$ cat src/rtl/crs_pkg.sv
package crs_pkg;
  localparam int unsigned RATIO_W   = 5;
  localparam int unsigned RATIO_LSB = 8;
  localparam int unsigned KICK_BIT  = 31;
  localparam int unsigned OFF_CMD   = 0;
  localparam int unsigned OFF_RATIO = 1;
endpackage

$ cat src/rtl/crs_pulse_gen.sv
module crs_pulse_gen #(
  parameter int unsigned W = 5
) (
  input  logic         clk,
  input  logic         rst_n,
  input  logic [W-1:0] active,
  output logic         clk_en,
  output logic         frame_last
);
  localparam logic [W:0] FULL = (W+1)'(1) << W;

  logic [W-1:0] cnt_q, cnt_d;
  logic [W-1:0] acc_q, acc_d;
  logic [W:0]   inc;
  logic [W:0]   sum;

  always_comb begin
    inc        = FULL - {1'b0, active};
    sum        = {1'b0, acc_q} + inc;
    clk_en     = sum[W];
    acc_d      = sum[W-1:0];
    cnt_d      = cnt_q + 1'b1;
    frame_last = &cnt_q;
  end

  always_ff @(posedge clk or negedge rst_n) begin
    if (!rst_n) begin
      cnt_q <= '0;
      acc_q <= '0;
    end else begin
      cnt_q <= cnt_d;
      acc_q <= acc_d;
    end
  end
endmodule

$ cat src/rtl/crs_regfile.sv
module crs_regfile #(
  parameter int unsigned ADDR_W    = 2,
  parameter int unsigned DATA_W    = 32,
  parameter int unsigned RATIO_W   = 5,
  parameter int unsigned RATIO_LSB = 8,
  parameter int unsigned KICK_BIT  = 31,
  parameter int unsigned OFF_CMD   = 0,
  parameter int unsigned OFF_RATIO = 1
) (
  input  logic               clk,
  input  logic               rst_n,
  input  logic               reg_wr,
  input  logic               reg_rd,
  input  logic [ADDR_W-1:0]  reg_addr,
  input  logic [DATA_W-1:0]  reg_wdata,
  input  logic               frame_last,
  output logic [DATA_W-1:0]  reg_rdata,
  output logic [RATIO_W-1:0] staged,
  output logic [RATIO_W-1:0] active,
  output logic               kick
);
  localparam logic [ADDR_W-1:0] A_CMD   = ADDR_W'(OFF_CMD);
  localparam logic [ADDR_W-1:0] A_RATIO = ADDR_W'(OFF_RATIO);

  logic [RATIO_W-1:0] staged_d, active_d;
  logic               kick_d;
  logic [DATA_W-1:0]  rdata_d;
  logic               wr_cmd, wr_ratio, commit;
  logic               staged_en, active_en, rdata_en;

  always_comb begin
    wr_cmd    = reg_wr && (reg_addr == A_CMD);
    wr_ratio  = reg_wr && (reg_addr == A_RATIO);
    commit    = kick && frame_last;

    staged_en = wr_ratio && !kick;
    staged_d  = reg_wdata[RATIO_LSB +: RATIO_W];

    active_en = commit;
    active_d  = staged;

    kick_d = kick;
    if (commit)
      kick_d = 1'b0;
    else if (wr_cmd && reg_wdata[KICK_BIT])
      kick_d = 1'b1;

    rdata_en = reg_rd;
    rdata_d  = '0;
    if (reg_addr == A_CMD)
      rdata_d[KICK_BIT] = kick;
    else if (reg_addr == A_RATIO)
      rdata_d[RATIO_LSB +: RATIO_W] = staged;
  end

  always_ff @(posedge clk or negedge rst_n) begin
    if (!rst_n) begin
      staged    <= '0;
      active    <= '0;
      kick      <= 1'b0;
      reg_rdata <= '0;
    end else begin
      if (staged_en) staged    <= staged_d;
      if (active_en) active    <= active_d;
      kick <= kick_d;
      if (rdata_en)  reg_rdata <= rdata_d;
    end
  end
endmodule

$ cat src/rtl/clk_rate_scaler.sv
module clk_rate_scaler #(
  parameter int unsigned ADDR_W = 2,
  parameter int unsigned DATA_W = 32
) (
  input  logic              clk,
  input  logic              rst_n,
  input  logic              reg_wr,
  input  logic              reg_rd,
  input  logic [ADDR_W-1:0] reg_addr,
  input  logic [DATA_W-1:0] reg_wdata,
  output logic [DATA_W-1:0] reg_rdata,
  output logic              clk_en,
  output logic              busy
);
  localparam int unsigned RW = crs_pkg::RATIO_W;

  logic [1:0]    rst_sync;
  logic          rst_int_n;
  logic [RW-1:0] staged, active;
  logic          frame_last;

  // Asynchronous assertion, synchronous release.
  always_ff @(posedge clk or negedge rst_n) begin
    if (!rst_n) rst_sync <= 2'b00;
    else        rst_sync <= {rst_sync[0], 1'b1};
  end
  assign rst_int_n = rst_sync[1];

  crs_regfile #(
    .ADDR_W(ADDR_W), .DATA_W(DATA_W), .RATIO_W(RW),
    .RATIO_LSB(crs_pkg::RATIO_LSB), .KICK_BIT(crs_pkg::KICK_BIT),
    .OFF_CMD(crs_pkg::OFF_CMD), .OFF_RATIO(crs_pkg::OFF_RATIO)
  ) u_regs (
    .clk(clk), .rst_n(rst_int_n),
    .reg_wr(reg_wr), .reg_rd(reg_rd), .reg_addr(reg_addr), .reg_wdata(reg_wdata),
    .frame_last(frame_last), .reg_rdata(reg_rdata),
    .staged(staged), .active(active), .kick(busy)
  );

  crs_pulse_gen #(.W(RW)) u_pulse (
    .clk(clk), .rst_n(rst_int_n), .active(active),
    .clk_en(clk_en), .frame_last(frame_last)
  );
endmodule

$ cat config.mk
export PLATFORM = sky130hd
export DESIGN_NAME = clk_rate_scaler
export DESIGN_NICKNAME = d
export VERILOG_FILES = /design/src/rtl/crs_pkg.sv /design/src/rtl/crs_pulse_gen.sv /design/src/rtl/crs_regfile.sv /design/src/rtl/clk_rate_scaler.sv
export SDC_FILE = /design/constraint.sdc
export NUM_CORES = 1
export LEC_CHECK = 0
export BUFFER_PORTS_ARGS = -buffer_cell sky130_fd_sc_hd__buf_2
export CAP_MARGIN = 5
export CELL_PAD_IN_SITES_DETAIL_PLACEMENT = 0
export CELL_PAD_IN_SITES_GLOBAL_PLACEMENT = 1
export CORE_UTILIZATION = 32
export DETAILED_ROUTE_END_ITERATION = 8
export HOLD_SLACK_MARGIN = 0.12
export MAX_ROUTING_LAYER = met4
export PLACE_DENSITY_LB_ADDON = 0.1
export SETUP_SLACK_MARGIN = 0.3
export SLEW_MARGIN = 20
export SYNTH_ARGS = -nofsm -noshare
export SYNTH_HDL_FRONTEND = slang
export SYNTH_SLANG_ARGS = --single-unit
$ cat constraint.sdc
create_clock -name clk -period 2.3 [get_ports clk]
set_input_delay 0.23 -clock clk [delete_from_list [all_inputs] [get_ports clk]]
set_output_delay 0.23 -clock clk [all_outputs]
set_load 0.005 [all_outputs]
==> results of run 1 <==
-- report_power, final --
part           total [mW]  switching, mW  internal [mW]
registers           0.705         0.0663          0.638
logic               0.519          0.248          0.271
clock network       0.388          0.173          0.214
-- flip-flops by register name (all words and copies together), names as in the netlist --
register          flops
u_pulse.acc_q         5
u_pulse.cnt_q         5
u_regs.staged         5
u_regs.kick           1
u_regs.active         5
u_regs.reg_rdata      6
rst_sync              2
-- through the flow --
step | instance area, sq um | hold WS [ns]
final | 1590 | 0.187
after global routing | 1590 | 0.181
after CTS | 1590 | 0.178
after detailed placement | 1500 | 0.0181
after global placement | 1500 | 0.0162
after floorplan | 1540 | -0.0656
-- final cells by class --
type                            count  area, sq um
Multi-Input combinational cell     82          554
Inverter                           15         56.3
Clock buffer                        8         80.1
Fill cell                         430         2760
Sequential cell                    29          726
Tap cell                           52         65.1
Timing Repair Buffer               21          113
-- cell usage after synthesis (all sizes together) --
| library cell | count |
|---|---|
| dfrtp | 29 |
| buf | 26 |
| inv | 15 |
| mux2 | 10 |
| ha | 7 |
| nand2 | 6 |
| nor2 | 5 |
| o22ai | 5 |
| nand3 | 3 |
| xnor2 | 3 |
| a21oi | 2 |
| conb | 2 |
| nand2b | 2 |
| o21ai | 2 |
| or2 | 2 |
| xor2 | 2 |
| and3 | 1 |
| clkbuf | 1 |
| fa | 1 |
| mux2i | 1 |
| nor2b | 1 |
| nor3b | 1 |
| o211ai | 1 |
-- kinds of logic (layout without fill, tap and decap cells) --
group / Yosys count / after routing / synth area share (%)
compound gates: 10 / 10 / 4.08
xor+xnor: 5 / 5 / 3.04
fa+ha+maj: 8 / 8 / 7.47
buf+inv: 42 / 44 / 17.7
flops: 29 / 29 / 50.3
mux: 11 / 11 / 8.51
other cells: 2 / 27 / 0.521
simple gates: 21 / 21 / 8.33
-- worst min-delay path by stage --
| stage | from | slack, ns | endpoint | cells after the start |
|---|---|---|---|---|
| after floorplan | rst_n | -0.07 | rst_sync[0] | 0 |
| after global placement | rst_n | 0.02 | rst_sync[0] | 1 |
| after detailed placement | rst_n | 0.02 | rst_sync[0] | 1 |
| after CTS | reg_wdata[11] | 0.18 | u_regs.staged[3] | 2 |
| after global routing | reg_wdata[9] | 0.18 | u_regs.staged[1] | 2 |
| final | reg_wdata[11] | 0.19 | u_regs.staged[3] | 2 |
-- layout by cell type, fill, tap and decap left out --
cell type	instances
nor2b_1	1
and3_1	1
xor2_1	2
nor3b_4	1
ha_1	7
nand2b_4	1
dfrtp_1	29
o21ai_0	2
clkbuf_1	3
nand3_1	3
buf_2	19
fa_1	1
nor2_1	5
clkbuf_8	5
mux2_2	10
o22ai_1	5
dlygate4sd3_1	1
conb_1	27
buf_4	1
inv_1	15
nand2_1	6
mux2i_1	1
xnor2_1	3
or2_2	2
a21oi_1	2
o211ai_1	1
nand2b_1	1
-- per-layer routing --
layer	global-route usage (%)	vias up	part of all wire, %
li1	-	412	-
met1	11.2	388	45
met2	16.5	28	47
met3	3.51	5	5.6
met4	5.44	0	2.4
met5	-	-	0
-- worst max-delay path, stage by stage (launching register included) --
cell,delay [ns]
dfrtp_1,0.34
inv_1,0.04
ha_1,0.32
or2_2,0.31
o211ai_1,0.10
a21oi_1,0.08
buf_2,0.13
==> impl_metrics.ini, run 1 <==
[power]
p_leak_nw = 0.825
power_density_mw_per_mm2 = 1010
vdd_ir_drop_max_mv = 0.405
p_total_mw = 1.61

[sta]
setup_viol = 0
hold_viol_final = 0
rsz0062_at_grt = false
drv_slew = 0
setup_tns_ns = 0
timing.final.crit_share_pct = 79.6
clock.fmax_mhz = 547
finClkSkew_ns = 0.00595
layout_min_cycle_time_ns = 1.83
setup_slack_ns = 0.470

[grt]
grt_max_degree = 28
overflow = 0
grt_pass1_wl_mm = 3.74
antenna_found_initial = 0
gr-usage-all-layers_pct = 10.3
grt_pass1_vias = 867

[status]
outcome = finished clean

[synth]
ys_seq_elements = 29
synth.top_cell.area_share_pct = 50.3
synth_area_per_cell_sq_um = 11.3
synth_warnings = 0
synth.area.top_cells = dfrtp_1, buf_4, mux2_2
synth.distinct_cells = 24
seq_area_frac_synth_pct = 50.3
syn_inst = 128
syn-cell-area_sq_mm = 0.00144
yosys.area.top_type = dfrtp_1

[clocking]
cts_hold_buffers = 1
cts_root_buf = clkbuf_8
ctsResizeCount = 0
clk_latency_ns = 0.27
cts_buffers = 5
cts_buffer_depth = 2
htreeDepth = 2
clkSlewWorstSetupHoldPaths_ns = 0.06
cts_setup_buffers = 0
cts_tree = done
numClockSinks = 29

[floorplan]
die-height_um = 69.1
core_sq_mm = 0.00435
ios = 72
initial_utilization_pct = 33.1
num_rows = 24
die_area_sq_mm = 0.00478
die_w_um = 69.1

[setup_path]
cp-start-kind = flop
path_class = flop to output port
ff2ff_setup_slack_ns = 0.64
cp.arrival_ns = 1.60
r2r-end = u_regs.active[0]
end_kind = output port
critPathMaxFanout = 3
r2r_start = u_pulse.cnt_q[0]
cp.required_ns = 2.07
crit_start = u_regs.active[2]
crit_end = clk_en
reg2regPathDepth = 5

[drt]
wl_per_cell_um = 10.2
avgViaCountPerCell = 4.02
route.detailed.drc = 0
vias = 833
ant_nets = 0
dr.pass1.iters = 3
drt-initial-drc-count = 32
drt-total-wl_mm = 2.12

[placement]
dp_slack_ns = 0.617
place_hpwl_mm = 1.64
place_inst = 198
gp_congestion = 0.710
io_buffer_count = 19

[final_layout]
antennaDiodeCount = 0
nets = 200
drive_gt1_share_pct = 25.2
final_util_pct = 36.6
area_growth_pct = 10.6
fin_cells = 207

[worst_hold_path]
hold_class = input port to flop

[flow_run]
drv_cap = 0
No activity file was read; power rests on OpenSTA's default activity.
==> run 2, diff against run 1 <==
Settings changed: CORE_UTILIZATION 32 to 30.
Clock period 2.3 ns to 1.52 ns, I/O delays scaled along.
==> impl_metrics.ini, run 2 (synthesized netlist as in run 1, its figures left out) <==
[clocking]
clk_latency_ns = 0.27
cts_tree = done
numClockSinks = 29
clkSlewWorstSetupHoldPaths_ns = 0.06
cts_buffers = 5
cts_root_buf = clkbuf_8
htreeDepth = 2
cts_buffer_depth = 2

[setup_path]
end_kind = output port
cp_slowest_cell = dfrtp_1
crit_path_cell_trace = ha_4 -> or2_4 -> o211ai_1 -> a21oi_1 -> buf_2
critical_path.top_delay_family = flip-flops
reg2regPathDepth = 5
critPathMaxFanout = 2
crit_buf_inv = 1
cp.depth = 5
cp.required_ns = 1.37
cp-start-kind = flop
cp_slowest_stage_delay_ns = 0.41
cp.arrival_ns = 1.48
path_class = flop to output port

[drt]
ant_nets = 0
drt-initial-drc-count = 33
vias = 887
drt-total-wl_mm = 2.39
wl_per_cell_um = 10.9
route.detailed.drc = 2
avgViaCountPerCell = 4.05
dr.pass1.iters = 5

[sta]
finClkSkew_ns = 0.00453
setup_slack_ns = -0.111
setup_viol = 1
rsz0062_at_grt = true
drv_slew = 0
clock.fmax_mhz = 613
hold_viol_final = 0
layout_min_cycle_time_ns = 1.63
timing.final.crit_share_pct = 107
setup_tns_ns = -0.111

[placement]
io_buffer_count = 19
gp_congestion = 0.588
place_hpwl_mm = 1.73

[floorplan]
die_area_sq_mm = 0.00509
die_w_um = 71.3
core_sq_mm = 0.00447
die-height_um = 71.3
initial_utilization_pct = 32.2
ios = 72
num_rows = 24

[grt]
gr-usage-met1_pct = 12.9
antenna_found_initial = 0
grt_pass1_vias = 931
busiest_layer = met2
met3_usage_pct = 3.52
met2_usage_pct = 17.6
gr-usage-all-layers_pct = 11.1
grt_max_degree = 28
grt_pass1_wl_mm = 4.17
overflow = 0

[final_layout]
antennaDiodeCount = 0
area_growth_pct = 26.5
nets = 212
largest_register = u_regs.reg_rdata
final_cell_mix = dfrtp_1, conb_1, buf_2, inv_1, buf_4
largest_reg_flops = 6
final_common_cell = dfrtp_1
drive_gt1_share_pct = 37.7

[status]
outcome = complete, but fails checks
violations = design-rule violations, negative setup slack

[power]
p_leak_nw = 0.923
power_density_mw_per_mm2 = 1520
p_total_mw = 2.77
vdd_ir_drop_max_mv = 0.725

[worst_hold_path]
hold_path_depth = 2
hold_class = input port to flop

[flow_run]
drv_cap = 0
run 2: final timing paths:
path | start | endpoint | slack, ns
setup / recovery | u_pulse.acc_q[1] | clk_en | -0.11
hold / removal | reg_wdata[10] | u_regs.staged[2] | 0.13
setup reg to reg | u_regs.active[0] | u_pulse.acc_q[4] | 0.08
hold reg to reg | rst_sync[1] | u_pulse.acc_q[0] | 0.24
max in group asynchronous | rst_sync[1] | u_regs.active[3] | 1.02
min in group asynchronous | rst_n | rst_sync[0] | 0.18
run 2: layer usage:
metal | up-vias | wire length, um
met1 | 423 | 1050
met3 | 5 | 123
met4 | 0 | 35
li1 | 435 | -
met2 | 24 | 1180
met5 | - | 0
run 2: worst register-to-register path, cell delays in order, from the launching register on:
cell and delay [ns]:
dfrtp_1 0.41, ha_4 0.18, fa_2 0.35, nand2b_4 0.15
a21oi_2 0.13, xor2_1 0.14
run 2: timing repair:
item                                    in CTS  in global routing
buffers inserted                             6                  1
pin swaps                                    7                  2
hold endpoints to repair                     6                  0
hold buffers                                 5                  0
gates resized for setup                      2                  3
endpoints found under the setup margin      12                 14
run 2: power breakdown:
group / switching (mW) / internal [mW] / leakage, nW
Sequential: 0.115 / 0.966 / 0.360
Combinational: 0.473 / 0.631 / 0.519
Clock: 0.272 / 0.316 / 0.0450
run 2: layout make-up:
class	count	area, sq um
fillers	442	2650
flip-flops and latches	29	726
multi-input cells	82	677
repair buffers	33	216
clock buffers	6	72.6
well taps	52	65.1
inverters	15	56.3
clock inverters	2	10.0
run 2: through the flow:
stage | hold slack, ns | area (sq um) | instances | setup slack [ns] | utilization, %
after floorplan | -0.144 | 1640 | 153 | 0.125 | -
after global placement | -0.0632 | 1610 | 199 | 0.0608 | 36.0
after detailed placement | -0.0602 | 1610 | 199 | 0.0511 | 36.0
after CTS | 0.120 | 1800 | 218 | -0.121 | 40.3
after global routing | 0.130 | 1820 | 219 | -0.181 | 40.7
final | 0.127 | 1820 | 219 | -0.111 | 40.7
==> run 3, diff against run 2 <==
Settings changed: CTS_BUF_LIST set to sky130_fd_sc_hd__clkbuf_8 sky130_fd_sc_hd__clkbuf_16.
==> impl_metrics.ini, run 3 (synthesized netlist as in run 1, its figures left out) <==
[drt]
dr.pass1.iters = 5
route.detailed.drc = 2
drt-total-wl_mm = 2.39
avgViaCountPerCell = 4.05
drt-initial-drc-count = 33
ant_nets = 0
wl_per_cell_um = 10.9
vias = 887

[power]
net-switching-power_mw = 0.860
vdd_ir_drop_max_mv = 0.726
p_leak_nw = 0.928
internal-power_mw = 1.91
power_density_mw_per_mm2 = 1520
seqPwrFrac_pct = 39.1
clkPwrFrac_pct = 21.0
p_comb_share_pct = 39.9
swShare_pct = 31.1

[grt]
grt_pass1_vias = 931
antenna_found_initial = 0
grt_max_degree = 28
grt_pass1_wl_mm = 4.17
gr-usage-all-layers_pct = 11.1
overflow = 0

[clocking]
clkSlewWorstSetupHoldPaths_ns = 0.06
cts_buffer_depth = 2
htreeDepth = 2
clk_latency_ns = 0.27
cts_root_buf = clkbuf_8
numClockSinks = 29
cts_tree = done
cts_buffers = 5

[final_layout]
area_growth_pct = 26.5
nets = 212
drive_gt1_share_pct = 37.7
largest_reg_flops = 6
final_cell_mix = dfrtp_1, conb_1, buf_2, inv_1, buf_4
final_util_pct = 40.7
fin_cells = 219
largest_register = u_regs.reg_rdata
antennaDiodeCount = 0
final_common_cell = dfrtp_1

[setup_path]
ff2ff_setup_slack_ns = 0.08
r2r_start = u_regs.active[0]
critical_path.top_delay_family = flip-flops
critPathMaxFanout = 2
cp_slowest_cell = dfrtp_1
cp_slowest_stage_delay_ns = 0.41
crit_start = u_pulse.acc_q[1]
path_class = flop to output port
cp.required_ns = 1.37
end_kind = output port
reg2regPathDepth = 5
r2r-end = u_pulse.acc_q[4]
crit_path_cell_trace = ha_4 -> or2_4 -> o211ai_1 -> a21oi_1 -> buf_2
cp.arrival_ns = 1.48
cp-start-kind = flop
crit_buf_inv = 1

[flow_run]
drv_cap = 0

[floorplan]
core_sq_mm = 0.00447
die_area_sq_mm = 0.00509
die_w_um = 71.3
initial_utilization_pct = 32.2
num_rows = 24
die-height_um = 71.3
ios = 72

[sta]
layout_min_cycle_time_ns = 1.63
clock.fmax_mhz = 613
timing.final.crit_share_pct = 107
drv_slew = 0
hold_viol_final = 0
rsz0062_at_grt = true
finClkSkew_ns = 0.00460
setup_slack_ns = -0.112
setup_viol = 1
hold_ws_ns = 0.127

[worst_hold_path]
hold_path.startpoint = reg_wdata[10]
hold_path_depth = 2
hold_end = u_regs.staged[2]
hold_class = input port to flop

[placement]
place_hpwl_mm = 1.73
place_inst = 199
io_buffer_count = 19
gp_congestion = 0.588

[status]
violations = design-rule violations, negative setup slack
outcome = complete, but fails checks
## run 3: worst max path at each step
stage / depth (start not counted) / end
2_1_floorplan: 5 / u_regs.active[0]
3_3_place_gp: 5 / u_regs.active[1]
5_1_grt: 6 / clk_en
3_5_place_dp: 5 / u_regs.active[4]
4_1_cts: 5 / clk_en
6_report: 5 / clk_en
## run 3: per-stage QoR
step / instance area [sq um] / setup TNS (ns) / total power, mW / worst slack (ns)
finish: 1820 / -0.112 / 2.77 / -0.112
floorplan: 1640 / 0 / 1.96 / 0.125
global route: 1820 / -0.181 / 3.03 / -0.181
global placement: 1610 / 0 / 2.10 / 0.0608
CTS: 1800 / -0.121 / 2.79 / -0.121
detailed placement: 1610 / 0 / 2.13 / 0.0511
## run 3: layout make-up
type                    count  area [sq um]
clock buffers               5          68.8
clock inverters             3          13.8
fillers                   442          2650
inverters                  15          56.3
multi-input cells          82           677
flip-flops and latches     29           726
well taps                  52          65.1
repair buffers             33           216
## run 3: timing repair
item                                    in CTS  in global routing
gates resized for setup                      2                  3
buffers inserted                             6                  1
gates cloned                                 0                  0
pin swaps                                    7                  2
endpoints found under the setup margin      12                 14
endpoints found under the hold margin        6                  0
hold buffers                                 5                  0
## run 3: metal layers
metal,share of wire (%),vias up,wire (um),track usage (%)
met5,0,-,0,-
met4,1.5,0,35,4.67
met3,5.1,5,123,3.52
met2,49,24,1180,17.6
met1,44,423,1050,12.9
li1,-,435,-,-
## run 3: power groups by stage
stage,clock (mW),combinational (mW),sequential [mW]
global route,0.653,1.27,1.11
finish,0.581,1.10,1.08
floorplan,0,0.870,1.09
CTS,0.617,1.09,1.08
global placement,0,1.01,1.09
detailed placement,0,1.04,1.10
